### src/rtl/evt_chan_pkg.sv
package evt_chan_pkg;

  localparam int DW    = 64;
  localparam int HW    = 32;
  localparam int OFF_W = 5;

  // register offsets inside the channel window
  localparam logic [OFF_W-1:0] OFF_CFG_LO = 5'h00;
  localparam logic [OFF_W-1:0] OFF_CFG_HI = 5'h04;
  localparam logic [OFF_W-1:0] OFF_CMP_LO = 5'h08;
  localparam logic [OFF_W-1:0] OFF_CMP_HI = 5'h0C;
  localparam logic [OFF_W-1:0] OFF_RTE_LO = 5'h10;
  localparam logic [OFF_W-1:0] OFF_RTE_HI = 5'h14;

  // configuration bit positions
  localparam int B_EN   = 2;
  localparam int B_PER  = 3;
  localparam int B_PCAP = 4;
  localparam int B_SZ   = 5;
  localparam int B_SETV = 6;
  localparam int B_M32  = 8;
  localparam int B_RT   = 9;

  localparam logic [HW-1:0] CFG_KEEP_MASK = 32'hFFFF_80B1;

  // distance from counter to comparator, clamped to zero when not ahead
  function automatic logic [DW-1:0] ticks_remaining(input logic [DW-1:0] cmp,
                                                    input logic [DW-1:0] cnt,
                                                    input logic narrow);
    logic [HW-1:0] d32;
    logic [DW-1:0] d64;
    d32 = cmp[HW-1:0] - cnt[HW-1:0];
    d64 = cmp - cnt;
    if (narrow)
      return (d32[HW-1] || d32 == '0) ? '0 : {{(DW-HW){1'b0}}, d32};
    return (d64[DW-1] || d64 == '0) ? '0 : d64;
  endfunction

  function automatic logic cmp_hit(input logic [DW-1:0] cmp,
                                   input logic [DW-1:0] cnt,
                                   input logic narrow);
    return narrow ? (cmp[HW-1:0] == cnt[HW-1:0]) : (cmp == cnt);
  endfunction

  function automatic logic [DW-1:0] cmp_step(input logic [DW-1:0] cmp,
                                             input logic [DW-1:0] per,
                                             input logic narrow);
    logic [HW-1:0] s32;
    s32 = cmp[HW-1:0] + per[HW-1:0];
    return narrow ? {{(DW-HW){1'b0}}, s32} : (cmp + per);
  endfunction

  // value stored into one half of the period; top bit of the period is cleared
  function automatic logic [HW-1:0] period_half(input logic [HW-1:0] d,
                                                input logic narrow,
                                                input logic upper);
    if (upper && narrow) return '0;
    if (upper || narrow) return {1'b0, d[HW-2:0]};
    return d;
  endfunction

endpackage

### src/rtl/evt_chan_cfg.sv
module evt_chan_cfg
  import evt_chan_pkg::*;
#(
  parameter bit PER_CAP = 1'b1,
  parameter int RTE_W   = 5
) (
  input  logic             clk,
  input  logic             rst_n,
  input  logic             cfg_wr,
  input  logic [HW-1:0]    wdata,
  input  logic             cmp_wr,
  output logic [HW-1:0]    cfg_lo,
  output logic             ch_en,
  output logic             periodic,
  output logic             setval,
  output logic             m32,
  output logic [RTE_W-1:0] route,
  output logic             trunc
);

  logic [HW-1:0] keep_mask;
  logic [HW-1:0] bits_q;
  logic [HW-1:0] fixed_bits;

  generate
    if (PER_CAP) begin : g_per
      assign keep_mask = CFG_KEEP_MASK;
    end else begin : g_noper
      assign keep_mask = CFG_KEEP_MASK | (32'd1 << B_PER);
    end
  endgenerate

  always_ff @(posedge clk or negedge rst_n) begin
    if (!rst_n)
      bits_q <= '0;
    else if (cfg_wr)
      bits_q <= wdata & ~keep_mask;
    else if (cmp_wr)
      bits_q[B_SETV] <= 1'b0;
  end

  always_comb begin
    fixed_bits         = '0;
    fixed_bits[B_PCAP] = PER_CAP;
    fixed_bits[B_SZ]   = 1'b1;
  end

  assign cfg_lo   = bits_q | fixed_bits;
  assign ch_en    = bits_q[B_EN];
  assign periodic = bits_q[B_PER];
  assign setval   = bits_q[B_SETV];
  assign m32      = bits_q[B_M32];
  assign route    = bits_q[B_RT +: RTE_W];
  assign trunc    = cfg_wr && wdata[B_M32];

  // load-comparator flag is gone after any comparator write
  p_setval_clear_r7: assert property (@(posedge clk) disable iff (!rst_n)
    $past(cmp_wr) |-> !setval);

  // read-only bits never move
  p_keep_bits_r2: assert property (@(posedge clk) disable iff (!rst_n)
    (cfg_lo & CFG_KEEP_MASK) == (fixed_bits & CFG_KEEP_MASK));

endmodule

### src/rtl/evt_chan_cmp.sv
module evt_chan_cmp
  import evt_chan_pkg::*;
(
  input  logic          clk,
  input  logic          rst_n,
  input  logic          lo_wr,
  input  logic          hi_wr,
  input  logic [HW-1:0] wdata,
  input  logic          trunc,
  input  logic          mode_exit,
  input  logic          ch_en,
  input  logic          periodic,
  input  logic          setval,
  input  logic          m32,
  input  logic [DW-1:0] cnt,
  input  logic          glb_en,
  output logic [DW-1:0] cmp_q,
  output logic [DW-1:0] ticks_left,
  output logic          irq_pulse
);

  logic [DW-1:0] per_q;
  logic          catch_q;
  logic          wrap_q;

  logic          any_wr;
  logic          load_cmp;
  logic [DW-1:0] cmp_wval;
  logic          hit;
  logic          ahead;
  logic          adv_en;
  logic          wrap_evt;
  logic          wrap_arm;
  logic          irq_d;

  assign any_wr   = lo_wr || hi_wr;
  assign load_cmp = any_wr && (!periodic || setval);

  always_comb begin
    cmp_wval = cmp_q;
    if (lo_wr) begin
      cmp_wval[HW-1:0] = wdata;
      if (m32) cmp_wval[DW-1:HW] = '0;
    end else if (hi_wr) begin
      cmp_wval[DW-1:HW] = m32 ? '0 : wdata;
    end
  end

  assign hit        = cmp_hit(cmp_q, cnt, m32);
  assign ticks_left = ticks_remaining(cmp_q, cnt, m32);
  assign ahead      = ticks_left != '0;
  assign adv_en     = glb_en && periodic && (per_q != '0) && !any_wr && !trunc &&
                      (hit || (catch_q && !ahead));
  assign wrap_evt   = glb_en && wrap_q && (cnt[HW-1:0] == '1);
  assign wrap_arm   = any_wr && m32 && !periodic;
  assign irq_d      = glb_en && ch_en && ((hit && !wrap_q) || wrap_evt);

  // comparator
  always_ff @(posedge clk or negedge rst_n) begin
    if (!rst_n)
      cmp_q <= '1;
    else if (trunc)
      cmp_q <= {{(DW-HW){1'b0}}, cmp_q[HW-1:0]};
    else if (load_cmp)
      cmp_q <= cmp_wval;
    else if (adv_en)
      cmp_q <= cmp_step(cmp_q, per_q, m32);
  end

  // hidden period
  always_ff @(posedge clk or negedge rst_n) begin
    if (!rst_n)
      per_q <= '0;
    else if (trunc)
      per_q <= {{(DW-HW){1'b0}}, per_q[HW-1:0]};
    else if (lo_wr && periodic)
      per_q[HW-1:0] <= period_half(wdata, m32, 1'b0);
    else if (hi_wr && periodic && !setval)
      per_q[DW-1:HW] <= period_half(wdata, m32, 1'b1);
  end

  // catch-up and wrap state, interrupt register
  always_ff @(posedge clk or negedge rst_n) begin
    if (!rst_n) begin
      catch_q   <= 1'b0;
      wrap_q    <= 1'b0;
      irq_pulse <= 1'b0;
    end else begin
      catch_q   <= adv_en;
      irq_pulse <= irq_d;
      if (wrap_arm)
        wrap_q <= (cmp_wval[HW-1:0] <= cnt[HW-1:0]);
      else if (mode_exit || wrap_evt)
        wrap_q <= 1'b0;
    end
  end

  // a pulse only follows a cycle with both enables on
  p_irq_gate_r8: assert property (@(posedge clk) disable iff (!rst_n)
    irq_pulse |-> $past(glb_en && ch_en));

  // narrowed comparator keeps a zero upper half
  p_cmp_hi_zero_r3: assert property (@(posedge clk) disable iff (!rst_n)
    m32 |-> cmp_q[DW-1:HW] == '0);

  // the period never carries its top bit
  p_period_top_r6: assert property (@(posedge clk) disable iff (!rst_n)
    !per_q[DW-1]);

  // a rollover event disarms the wrap state unless a write re-arms it
  p_wrap_clear_r11: assert property (@(posedge clk) disable iff (!rst_n)
    wrap_evt && !any_wr |=> !wrap_q);

  // a one-shot comparator without writes stays put
  p_oneshot_stable_r9: assert property (@(posedge clk) disable iff (!rst_n)
    !periodic && !any_wr && !trunc |=> $stable(cmp_q));

endmodule

### src/rtl/evt_chan.sv
module evt_chan
  import evt_chan_pkg::*;
#(
  parameter bit          PER_CAP   = 1'b1,
  parameter int          RTE_W     = 5,
  parameter logic [31:0] ROUTE_CAP = 32'h00F0_0000
) (
  input  logic             clk,
  input  logic             rst_n,
  input  logic             reg_wr,
  input  logic [4:0]       reg_addr,
  input  logic [31:0]      reg_wdata,
  output logic [31:0]      reg_rdata,
  input  logic [63:0]      main_cnt,
  input  logic             cnt_run,
  output logic             irq_pulse,
  output logic [RTE_W-1:0] irq_route,
  output logic [63:0]      ticks_left
);

  logic          cfg_wr, lo_wr, hi_wr, mode_exit;
  logic [HW-1:0] cfg_lo;
  logic          ch_en, periodic, setval, m32, trunc;
  logic [DW-1:0] cmp_q;

  assign cfg_wr    = reg_wr && (reg_addr == OFF_CFG_LO);
  assign lo_wr     = reg_wr && (reg_addr == OFF_CMP_LO);
  assign hi_wr     = reg_wr && (reg_addr == OFF_CMP_HI);
  assign mode_exit = cfg_wr && (!reg_wdata[B_M32] || (PER_CAP && reg_wdata[B_PER]));

  evt_chan_cfg #(.PER_CAP(PER_CAP), .RTE_W(RTE_W)) u_cfg (
    .clk      (clk),
    .rst_n    (rst_n),
    .cfg_wr   (cfg_wr),
    .wdata    (reg_wdata),
    .cmp_wr   (lo_wr || hi_wr),
    .cfg_lo   (cfg_lo),
    .ch_en    (ch_en),
    .periodic (periodic),
    .setval   (setval),
    .m32      (m32),
    .route    (irq_route),
    .trunc    (trunc)
  );

  evt_chan_cmp u_cmp (
    .clk        (clk),
    .rst_n      (rst_n),
    .lo_wr      (lo_wr),
    .hi_wr      (hi_wr),
    .wdata      (reg_wdata),
    .trunc      (trunc),
    .mode_exit  (mode_exit),
    .ch_en      (ch_en),
    .periodic   (periodic),
    .setval     (setval),
    .m32        (m32),
    .cnt        (main_cnt),
    .glb_en     (cnt_run),
    .cmp_q      (cmp_q),
    .ticks_left (ticks_left),
    .irq_pulse  (irq_pulse)
  );

  // capability word, route window reads as zero
  always_comb begin
    unique case (reg_addr)
      OFF_CFG_LO: reg_rdata = cfg_lo;
      OFF_CFG_HI: reg_rdata = ROUTE_CAP;
      OFF_CMP_LO: reg_rdata = cmp_q[HW-1:0];
      OFF_CMP_HI: reg_rdata = cmp_q[DW-1:HW];
      default:    reg_rdata = '0;
    endcase
  end

  // comparator comes out of reset as all ones
  p_cmp_reset_r1: assert property (@(posedge clk)
    $rose(rst_n) |-> cmp_q == '1);

endmodule

### config.mk
export PLATFORM = sky130hd
export DESIGN_NAME = evt_chan
export DESIGN_NICKNAME = d
export VERILOG_FILES = /design/src/rtl/evt_chan_pkg.sv /design/src/rtl/evt_chan_cfg.sv /design/src/rtl/evt_chan_cmp.sv /design/src/rtl/evt_chan.sv
export SDC_FILE = /design/constraint.sdc
export NUM_CORES = 1
export LEC_CHECK = 0
export ABC_AREA = 0
export BUFFER_PORTS_ARGS = -buffer_cell sky130_fd_sc_hd__buf_2
export CAP_MARGIN = 20
export CELL_PAD_IN_SITES_DETAIL_PLACEMENT = 1
export CELL_PAD_IN_SITES_GLOBAL_PLACEMENT = 1
export CORE_ASPECT_RATIO = 1.5
export CORE_MARGIN = 3
export CORE_UTILIZATION = 35
export CTS_BUF_LIST = sky130_fd_sc_hd__clkbuf_4 sky130_fd_sc_hd__clkbuf_8
export CTS_CLUSTER_SIZE = 14
export DETAILED_ROUTE_END_ITERATION = 8
export PLACE_DENSITY = 0.76
export RECOVER_POWER = 25
export SYNTH_ARGS = -nofsm -noshare
export SYNTH_HDL_FRONTEND = slang
export SYNTH_SLANG_ARGS = --single-unit
### constraint.sdc
create_clock -name clk -period 5 [get_ports clk]
set_input_delay 0 -clock clk [delete_from_list [all_inputs] [get_ports clk]]
set_output_delay 0 -clock clk [all_outputs]
set_load 0.02 [all_outputs]
# Word level (Yosys, flattened, before mapping)
# Index checks and enable logic that the tools add are counted.
[word_totals]
register_bits = 142
input_bits = 105
output_inout_bits = 102
elab_cells = 112
[op_classes]
addsub = 4
order_cmp = 1
eq_ne = 9
muxes = 37
n_bitwise = 1
n_reduce_logical = 51
[op_table]
columns = ["operator", "n"]
rows = [
  ["two-way mux 64 bit", 8],
  ["two-way mux 32 bit", 13],
  ["one-hot mux 32 bit (4 select lines)", 1],
  ["nonzero test 64 bit", 2],
  ["adder 64 bit", 1],
  ["== test 64 bit", 1],
  ["logical NOT 64 bit", 1],
  ["subtractor 64 bit", 1],
  ["adder 32 bit", 1],
  ["== test 32 bit", 1],
  ["== test 32 bit (second input constant)", 1],
  ["<= comparator 32 bit", 1],
  ["logical NOT 32 bit", 1],
  ["subtractor 32 bit", 1],
  ["logical AND 1 bit", 22],
  ["two-way mux 1 bit", 15],
  ["== test 5 x 4 -> 1 bit (second input constant)", 2],
  ["logical OR 1 bit", 8],
  ["nonzero test 2 bit", 4],
  ["logical NOT 1 bit", 7],
  ["AND reduction 2 bit", 3],
  ["== test 5 x 3 -> 1 bit (second input constant)", 1],
  ["logical NOT 5 bit", 1],
  ["!= test 4 x 1 -> 1 bit (second input constant)", 1],
  ["other kinds (5)", 5],
]

# Depth between registers and ports, before layout
# Gate-level depths: netlist of run 1.
[logic_depth]
ltp_word = 16
mapped_depth = 23
ltp_nobuf = 20

# Hierarchy
# From an unflattened synthesis of run 1, not the netlist that was laid out.
[unflattened]
cells_unflattened = 2251
hier_area_um2 = 17650.7
[modules_own_cells]
columns = ["module", "n_inst", "cells_each", "area_per_inst_um2", "seq_area_each_um2"]
rows = [
  ["evt_chan_cmp", 1, 2040, 16019.1, 3333.2],
  ["evt_chan", 1, 154, 950.9, 0.0],
  ["evt_chan_cfg", 1, 57, 680.7, 275.3],
]

# Worst setup path before layout of run 1
# Ideal clock, no wire load.
[synth_timing]
kind = "flip-flop to flip-flop"
startpoint = "register u_cmp.cmp_q[0]"
endpoint = "register u_cmp.cmp_q[24]"
setup_ns = 0.083
arrival_time_ns = 4.412
required_time_ns = 4.917
setup_slack_ns = 0.504
stages_incl_launch_ff = 18
path_buffers = 1
synth_period_minus_slack_ns = 4.496
path_cell_list = "dfstp_2 > inv_1 > ha_1 > fa_1 > nand2b_1 > a211oi_1 > o211a_1 > o31ai_2 > a21oi_1 > o21bai_2 > mux2i_1 > or4_1 > or4_1 > and4bb_1 > nor2_2 > a21o_1 > buf_6 > a221o_1"
[synth_between]
elab_chain_len = 13
word_cells_on_any_way = 25
cone_classes = "add/sub (4); eq/ne (2); mux (8); reduce/logical (11)"
[synth_lines]
columns = ["item", "line_no", "text"]
rows = [
  ["start, declared", "evt_chan_cmp.sv:17", "output logic [DW-1:0] cmp_q,"],
  ["start signal, assigned", "evt_chan_cmp.sv:63", "cmp_q <= {{(DW-HW){1'b0}}, cmp_q[HW-1:0]};"],
  ["start signal, assigned", "evt_chan_cmp.sv:65", "cmp_q <= cmp_wval;"],
  ["start signal, assigned", "evt_chan_cmp.sv:67", "cmp_q <= cmp_step(cmp_q, per_q, m32);"],
  ["branches (longest 13 deep; another with subtractor 64 bit)", "-", ""],
]
# Several ways; the timed one is not identified. The select of a mux whose other input is x is not followed.
# A chain may end at the register's enable or synchronous reset.

# Worst setup path in the final report of run 1
[layout_timing]
startpoint = "register u_cmp.cmp_q[42]"
endpoint = "output port ticks_left[20]"
[layout_between]
elab_chain_len = 5
[layout_lines]
columns = ["item", "line_no", "text"]
rows = [
  ["subtractor 64 bit (*)", "evt_chan_pkg.sv:33", "d64 = cmp - cnt;"],
  ["logical NOT 64 bit", "evt_chan_pkg.sv:36", "return (d64[DW-1] || d64 == '0) ? '0 : d64;"],
  ["logical OR 1 bit (*)", "evt_chan_pkg.sv:36", ""],
  ["two-way mux 64 bit (*) (2 in a row)", "evt_chan_pkg.sv:36", ""],
  ["end, declared", "evt_chan.sv:18", "output logic [63:0] ticks_left"],
]
# Mark *: on every way between the ends. The rest lies on a longest branch, timed or not.

==> key figures, run 1 <==
Place
  – Number of port buffers: 205
  – DP HPWL: 72.1 mm
  – Area after DPL: 19,300 sq um
  – GP Congestion: 1.01

Critical path
  – Crit. End Element: output pin
  – Crit path max-delay family: simple AND/OR/NAND/NOR gates
  – CP max stage delay: 0.63 ns
  – Most frequent CP cell: nor2_4
  – Type of origin of the critical path: flip-flop
  – CP max-delay cell: dfstp_2
  – Critical path arrival: 4.94 ns
  – Critical Path, Cell by Cell: ha_1 -> a21oi_1 -> o21ai_0 -> a221oi_2 -> a211oi_1 -> nand3b_1 -> a221oi_2 -> o2111ai_1 -> or4_1 -> or4_4 -> nor2_4 -> nor2_4 -> nor2_4 -> buf_12 -> buf_12 -> nor2_1 -> buf_2
  – Bufs and invs on worst path: 3
  – Critical setup path kind: reg -> out
  – Data required, critical path: 5.00 ns
  – Critical-path maximum fanout: 7

Floorplan
  – Core Region: 47,000 sq um
  – Initial cell density of the core: 35.7%
  – Die Ht: 274 um
  – Top Ports: 207
  – Die width: 185 um
  – Die area: 50,600 sq um
  – Rows: 97

Routing
  – Vias per cell: 6.21
  – Routed Wire Length: 87.2 mm
  – 1st-pass router iterations: 6
  – WL per Instance: 27.7 um
  – Number of remaining DRC errors: 0
  – Via Count: 19,500
  – Detail Route Antenna Nets: 0
  – Initial DRC count: 1,348

Timing
  – Skew final: 0.0228 ns
  – Unrepaired setup endpoints after global routing: true
  – Tmin final: 4.94 ns
  – Fin. max-slew vios: 79
  – Worst slew pin tran: 4.44 ns
  – Ratio of final minimum period to clock period: 98.9%
  – Relative slew slack: -196%
  – Finish-stage setup viols: 0
  – Fmax: 202 MHz
  – Hold Vio Cnt, Final: 0

Run status
  – Failing checks: max-capacitance violations, max-slew violations
  – Outcome: finished, violations left

Logic synthesis
  – Leading area contributor after synthesis: ha_1
  – Asr flop ratio synth: 100%
  – Yosys warning total: 0
  – Yosys reg bits: 141
  – Synth Cell Area: 16,800 sq um
  – Syn Nets: 2,469
  – Most used DFF post-synth: dfrtp_1
  – Largest cells by area after synthesis: ha_1 12%, dfrtp_1 12%, dfstp_2 10%
  – Sequential-to-total area share from yosys stat: 21.5%
  – Post-synth cell types: 91
  – Post-Syn Instances: 2,204
  – Mean post-synth cell area: 7.60 sq um
  – Post-synth EDFFs: 0
  – Share of Yosys cell area claimed by the top area cell type: 11.8%

Global routing
  – First-pass GRT wire length: 127 mm
  – All-layer global routing usage: 33.5%
  – Initial antenna violation count: 2
  – Vias in the first global route: 20,300
  – Pin count of the biggest net entering global routing: 79
  – GRT Residual Overflow: 0

Final layout
  – Area grow syn2layout: 23.7%
  – Design area: 20,700 sq um
  – Layout cells sized above 1: 26.0%
  – # nets final: 2,798

Power
  – Post-layout total power: 4.54 mW
  – LEAKAGE: 9.76 nW
  – Worst VDD drop: 0.000168 V
  – Pwr per Cell Area: 219 nW/um^2

Clock network
  – H-tree Lvls: 4
  – Root Buffer: clkbuf_8
  – CTS tree: yes
  – Clock buffer depth: 2
  – CTS sink count: 141
  – CTS clk-pin slew, worst paths: 0.09 ns
  – Number of CTS-inserted buffers: 17
  – Clk_lat worst skew: 0.49 ns

Min path
  – Worst hold path type: in -> reg

Run
  – Max-Cap Viols: 1
cell type report:
| class | count | area [sq um] |
|---|---|---|
| sequential | 141 | 3610 |
| timing repair buffer | 420 | 2810 |
| inverter | 113 | 424 |
| clock inverter | 11 | 118 |
| tap | 594 | 743 |
| clock buffer | 21 | 270 |
| antenna | 1 | 2.50 |
| fill | 5831 | 26200 |
| multi-input combinational | 1840 | 12700 |
layer usage:
metal / track usage [%] / routed length (um) / vias to the layer above
li1: - / - / 8808
met1: 36.9 / 32600 / 9667
met2: 57.3 / 41900 / 732
met3: 3.69 / 3800 / 291
met4: 27.5 / 8850 / 0
met5: 0 / 0 / -
sequential cells by signal (all words and copies together), names as in the netlist:
register,flops
u_cmp.cmp_q,64
u_cmp.per_q,63
u_cfg.bits_q,11
u_cmp.catch_q,1
u_cmp.irq_pulse,1
u_cmp.wrap_q,1
cell families after synthesis:
family / synth area share [%]
AOI/OAI and AO/OA: 27.4
xor gates and xnor gates: 4.91
adders and majority gates: 12.0
buffers and inverters: 5.50
DFF: 21.5
muxes: 5.96
other: 0.0224
and+or+nand+nor: 22.6
final timing paths:
path                       slack (ns)          endpoint              from  cells after the start
setup / recovery                 0.06    ticks_left[20]   u_cmp.cmp_q[42]                     17
hold / removal                   0.08      u_cmp.wrap_q       main_cnt[2]                      5
setup reg to reg                 0.15   u_cmp.cmp_q[22]   u_cmp.cmp_q[42]                     16
hold reg to reg                  0.50  u_cfg.bits_q[14]  u_cfg.bits_q[14]                      2
max in group asynchronous        0.72  u_cfg.bits_q[10]             rst_n                      3
min in group asynchronous        1.62    u_cmp.per_q[1]             rst_n                      2
report_power, final:
| part | internal, mW | switching, mW |
|---|---|---|
| combinational | 0.826 | 1.37 |
| clock | 0.471 | 0.493 |
| sequential | 1.25 | 0.127 |
cell usage in the layout (no fill, tap or decap), types with 18 or more instances in the layout:
| cell | instances |
|---|---|
| xor2_1 | 34 |
| a21oi_2 | 20 |
| nor4_1 | 24 |
| dfrtp_1 | 77 |
| nand3_1 | 49 |
| nand2b_1 | 18 |
| a22o_1 | 33 |
| nand4_1 | 70 |
| mux2_2 | 62 |
| o22ai_1 | 19 |
| a21oi_1 | 198 |
| o21ai_0 | 127 |
| inv_1 | 110 |
| clkbuf_8 | 18 |
| nor3_1 | 39 |
| nor2b_1 | 35 |
| ha_1 | 138 |
| o21a_1 | 29 |
| nor2_1 | 171 |
| nand2_1 | 271 |
| a21o_1 | 47 |
| buf_4 | 173 |
| dlygate4sd3_1 | 34 |
| mux2i_1 | 30 |
| xnor2_1 | 59 |
| buf_2 | 201 |
| o211ai_1 | 28 |
| dfstp_2 | 64 |
worst min-delay path, delay by kind of cell:
kind	cells	cell delay (ns)
buffers and inverters	1	0.11
AND/OR/NAND/NOR	3	0.33
AO/OA/AOI/OAI	1	0.08
timing repair:
action,4_1_cts,5_1_grt
gates resized for setup,51,73
pin swaps,12,16
setup buffers,4,10
cloned,2,0
hold endpoints to repair,162,0
endpoints found under the setup margin,86,99
hold buffers,34,0
per-stage QoR:
stage / util, % / worst slack [ns] / cells / TNS (ns) / hold slack (ns)
floorplan: - / 0.504 / 2204 / 0 / -0.296
global placement: 41.1 / -0.161 / 3057 / -6.72 / 0.0688
global route: 44.1 / -0.0535 / 3141 / -0.951 / 0.0723
detailed placement: 41.2 / -0.0635 / 3058 / -1.45 / 0.0695
finish: 44.1 / 0.0556 / 3141 / 0 / 0.0813
CTS: 43.3 / 0.00101 / 3130 / 0 / 0.0508
synthesized netlist by cell type, types with 47 or more instances:
master,n
nand3_1,49
mux2_2,62
nand2_1,272
a21o_1,47
a21oi_1,220
inv_1,111
nor2_1,181
nand4_1,70
clkbuf_1,76
xnor2_1,59
ha_1,158
dfrtp_1,77
o21ai_0,138
dfstp_2,64
Note: power is estimated with default switching activity, not from simulation.
==> run 2, diff against run 1 <==
--- a/config.mk
+++ b/config.mk
@@ -5,10 +5,10 @@
 export SDC_FILE = /design/constraint.sdc
 export NUM_CORES = 1
 export LEC_CHECK = 0
-export ABC_AREA = 0
+export ABC_AREA = 1
 export BUFFER_PORTS_ARGS = -buffer_cell sky130_fd_sc_hd__buf_2
 export CAP_MARGIN = 20
-export CELL_PAD_IN_SITES_DETAIL_PLACEMENT = 1
+export CELL_PAD_IN_SITES_DETAIL_PLACEMENT = 0
 export CELL_PAD_IN_SITES_GLOBAL_PLACEMENT = 1
 export CORE_ASPECT_RATIO = 1.5
 export CORE_MARGIN = 3
@@ -16,7 +16,7 @@
 export CTS_BUF_LIST = sky130_fd_sc_hd__clkbuf_4 sky130_fd_sc_hd__clkbuf_8
 export CTS_CLUSTER_SIZE = 14
 export DETAILED_ROUTE_END_ITERATION = 8
-export PLACE_DENSITY = 0.76
+export PLACE_DENSITY = 0.8
 export RECOVER_POWER = 25
 export SYNTH_ARGS = -nofsm -noshare
 export SYNTH_HDL_FRONTEND = slang
==> key figures, run 2 <==
Critical path
  – Critical Path, Cell by Cell: ha_1 -> nand2_1 -> nor2_1 -> nand2_1 -> nor2_4 -> and3_1 -> nand2_1 -> nand2_1 -> nand2_1 -> nand2_1 -> nand2_1 -> nor2_1 -> nand2_1 -> nor2_1 -> nand3_1 -> nand2_2 -> buf_4 -> nor2_1 -> inv_2 -> nor2_1 -> buf_2 (was ha_1 -> a21oi_1 -> o21ai_0 -> a221oi_2 -> a211oi_1 -> nand3b_1 -> a221oi_2 -> o2111ai_1 -> or4_1 -> or4_4 -> nor2_4 -> nor2_4 -> nor2_4 -> buf_12 -> buf_12 -> nor2_1 -> buf_2)
  – Most frequent CP cell: nand2_1 (was nor2_4)
  – Critical-path maximum fanout: 20 (was 7)
  – Critical path arrival: 4.87 ns (was 4.94 ns)
  – FF-to-FF path depth: 25 (was 16)
  – CP max stage delay: 0.70 ns (was 0.63 ns)
  – Data required, critical path: 5.00 ns (about the same)
  – Crit path max-delay family: simple AND/OR/NAND/NOR gates (unchanged)
  – Type of origin of the critical path: flip-flop (unchanged)
  – Critical setup path kind: reg -> out (unchanged)
  – Crit. End Element: output pin (unchanged)
  – CP max-delay cell: dfstp_2 (unchanged)
  – Bufs and invs on worst path: 3 (unchanged)
  – Worst path depth: 21 (was 17)

Logic synthesis
  – Asr flop ratio synth: 100% (unchanged)
  – Synth Area in Adders: 10.4% (was 12.0%)
  – Most used DFF post-synth: dfrtp_1 (unchanged)
  – Sequential-to-total area share from yosys stat: 18.7% (was 21.5%)
  – Share of Yosys cell area claimed by the top area cell type: 22.4% (was 11.8%)
  – Most common cell in the netlist: nand2_1 (unchanged)
  – Yosys reg bits: 141 (unchanged)
  – Main combinational cell family by area after synthesis: simple AND/OR/NAND/NOR gates (was compound AO/OA/AOI/OAI gates)
  – Post-synth EDFFs: 0 (unchanged)
  – Post-synthesis compound-gate area fraction: 16.0% (was 27.4%)
  – Synth Cell Area: 19,300 sq um (was 16,800 sq um)
  – Mean post-synth cell area: 5.76 sq um (was 7.60 sq um)
  – Post-synthesis mux area share: 0% (was 5.96%)
  – Most frequent cells after synthesis: 1,151 x nand2_1, 576 x inv_1, 251 x nor2_1, 210 x o21ai_0, 186 x a21oi_1 (was 272 x nand2_1, 220 x a21oi_1, 181 x nor2_1, 158 x ha_1, 138 x o21ai_0)
  – Largest cells by area after synthesis: nand2_1 22%, inv_1 11%, ha_1 10% (was ha_1 12%, dfrtp_1 12%, dfstp_2 10%)
  – Syn Nets: 3,618 (was 2,469)
  – Post-Syn Instances: 3,353 (was 2,204)
  – Post-synth cell types: 59 (was 91)
  – Post-synthesis simple-gate area fraction: 38.8% (was 22.6%)
  – Leading area contributor after synthesis: nand2_1 (was ha_1)
  – Xor/xnor share of the synthesized area: 2.12% (was 4.91%)
  – Yosys warning total: 0 (unchanged)

Final layout
  – Area grow syn2layout: 13.0% (was 23.7%)
  – Final cell count without fillers: 4,264 (was 3,141)
  – Top reg by flops: u_cmp.cmp_q (unchanged)
  – Most frequent cells in the layout: 1,151 x nand2_1, 575 x inv_1, 248 x nor2_1, 209 x o21ai_0, 204 x buf_2 (was 271 x nand2_1, 201 x buf_2, 198 x a21oi_1, 173 x buf_4, 171 x nor2_1)
  – Commonest non-fill, non-tap cell in the layout: nand2_1 (unchanged)
  – Layout cells sized above 1: 12.6% (was 26.0%)
  – Largest register FFs: 64 (unchanged)
  – # nets final: 3,826 (was 2,798)
  – Fillers: 6,223 (was 5,831)
  – Top flop regs: u_cmp.cmp_q: 64 flops, u_cmp.per_q: 63 flops, u_cfg.bits_q: 11 flops (unchanged)

Routing
  – Via Count: 22,400 (was 19,500)
  – WL per Instance: 21.6 um (was 27.7 um)
  – 1st-pass router iterations: 8 (was 6)
  – Vias per cell: 5.24 (was 6.21)
  – Detail Route Antenna Nets: 0 (unchanged)
  – Initial DRC count: 1,762 (was 1,348)
  – Number of remaining DRC errors: 0 (unchanged)
  – Routed Wire Length: 92.1 mm (was 87.2 mm)

Timing
  – Worst slew pin tran: 2.99 ns (was 4.44 ns)
  – Finish-stage setup viols: 0 (unchanged)
  – Hold Vio Cnt, Final: 0 (unchanged)
  – TNS Setup: 0 ns (unchanged)
  – Unrepaired setup endpoints after global routing: false (was true)
  – Final setup margin: 0.132 ns (was 0.0556 ns)
  – Fmax: 205 MHz (was 202 MHz)
  – Tmin final: 4.87 ns (was 4.94 ns)
  – Hold Slack: 0.0642 ns (was 0.0813 ns)
  – Skew final: 0.0241 ns (was 0.0228 ns)
  – Ratio of final minimum period to clock period: 97.4% (was 98.9%)
  – Relative slew slack: -99.2% (was -196%)
  – Fin. max-slew vios: 139 (was 79)

Place
  – Number of port buffers: 205 (unchanged)
  – DP HPWL: 78.6 mm (was 72.1 mm)
  – GP Congestion: 1.04 (was 1.01)
  – Post-Place Worst Slack: 0.183 ns (was -0.0635 ns)
  – Dpl cells: 4,194 (was 3,058)

Clock network
  – Clock buffer depth: 2 (unchanged)
  – Setup Buffers After CTS: 0 (was 4)
  – CTS clk-pin slew, worst paths: 0.10 ns (was 0.09 ns)
  – CTS sink count: 141 (unchanged)
  – CTS tree: yes (unchanged)
  – Clk_lat worst skew: 0.52 ns (was 0.49 ns)
  – Number of CTS-inserted buffers: 17 (unchanged)
  – Root Buffer: clkbuf_8 (unchanged)
  – H-tree Lvls: 4 (unchanged)

Run status
  – Outcome: finished, violations left (unchanged)
  – Failing checks: max-capacitance violations, max-slew violations (unchanged)

Floorplan
  – Top Ports: 207 (unchanged)
  – Die Ht: 294 um (was 274 um)
  – Die area: 58,100 sq um (was 50,600 sq um)
  – Initial cell density of the core: 35.7% (about the same)
  – Rows: 104 (was 97)
  – Die width: 198 um (was 185 um)
  – Core Region: 54,100 sq um (was 47,000 sq um)

Power
  – Worst VDD drop: 0.000244 V (was 0.000168 V)
  – Post-layout total power: 10.4 mW (was 4.54 mW)
  – Pwr per Cell Area: 475 nW/um^2 (was 219 nW/um^2)
  – LEAKAGE: 12.2 nW (was 9.76 nW)

Min path
  – Worst hold path type: in -> reg (unchanged)
  – Hold path cells: 6 (was 5)

Global routing
  – Initial antenna violation count: 2 (unchanged)
  – Vias in the first global route: 21,800 (was 20,300)
  – First-pass GRT wire length: 134 mm (was 127 mm)
  – Pin count of the biggest net entering global routing: 55 (was 79)
  – GRT Residual Overflow: 0 (unchanged)
  – All-layer global routing usage: 31.0% (was 33.5%)

Run
  – Max-Cap Viols: 3 (was 1)
==> run 2: cell types whose count changed after synthesis, sizes merged, moves of 33 or more <==
cell and delta:
nand2 +919, inv +482, nand3 +105, o21ai +95
nor2 +88, mux2 -62, a21o -42, nand4 -38
a21oi -35, nor2b -35, a22o -33
==> run 2: power by group <==
group | internal [mW] | switching (mW) | total [mW]
sequential | 1.54 | 0.390 | 1.93
clock | 0.523 | 0.588 | 1.11
combinational | 2.32 | 5.02 | 7.34
==> run 2: metrics by stage <==
stage | cell area, sq um | utilization, %
6_report | 21800 | 40.3
5_1_grt | 21800 | 40.3
4_1_cts | 21900 | 40.4
3_5_place_dp | 21000 | 38.8
3_3_place_gp | 21000 | 38.8
2_1_floorplan | 19300 | -
==> run 2: repair_timing <==
| action | in CTS | in global routing |
|---|---|---|
| pin swaps | 0 | 0 |
| endpoints found under the setup margin | 13 | 31 |
| hold buffers | 37 | 0 |
| gates cloned | 0 | 0 |
| gates resized for setup | 1 | 2 |
| hold endpoints to repair | 138 | 0 |
==> run 2: metal layers <==
metal,GRT usage (%),up-vias,wire (um)
met5,0,-,18
met4,21.9,2,7820
met3,3.06,225,4940
met2,54.6,839,44600
met1,34.8,10200,34800
li1,-,11100,-
==> run 2: cell families (layout without fill, tap and decap cells) <==
family / count (synthesis) / count (layout)
buffers and inverters: 681 / 902
and+or+nand+nor: 1784 / 1784
AOI/OAI and AO/OA: 540 / 540
adders and majority gates: 160 / 160
xor gates and xnor gates: 46 / 46
DFF: 141 / 141
other: 1 / 2
==> run 2: final timing paths <==
path	start	end	slack (ns)
max	u_cmp.cmp_q[46]	ticks_left[58]	0.13
max in group asynchronous	rst_n	u_cmp.per_q[51]	1.59
min	main_cnt[22]	u_cmp.wrap_q	0.06
min in group asynchronous	rst_n	u_cmp.cmp_q[33]	0.52
max reg2reg	u_cmp.cmp_q[46]	u_cmp.cmp_q[51]	0.16
min reg2reg	u_cfg.bits_q[1]	u_cfg.bits_q[1]	0.50
==> run 2: worst min-delay path, delay by kind of cell <==
family | cells | cell delay [ns]
compound gates | 2 | 0.19
buf+inv | 1 | 0.13
simple gates | 3 | 0.22
==> run 2: area by class of cell <==
class,count,area (sq um),area share [%]
Sequential cell,141,3610,16.5
Inverter,600,2250,10.3
Antenna cell,1,2.50,0.0115
Clock buffer,17,234,1.07
Clock inverter,15,216,0.991
Multi-Input combinational cell,2531,13000,59.7
Tap cell,689,862,3.95
Timing Repair Buffer,270,1620,7.40
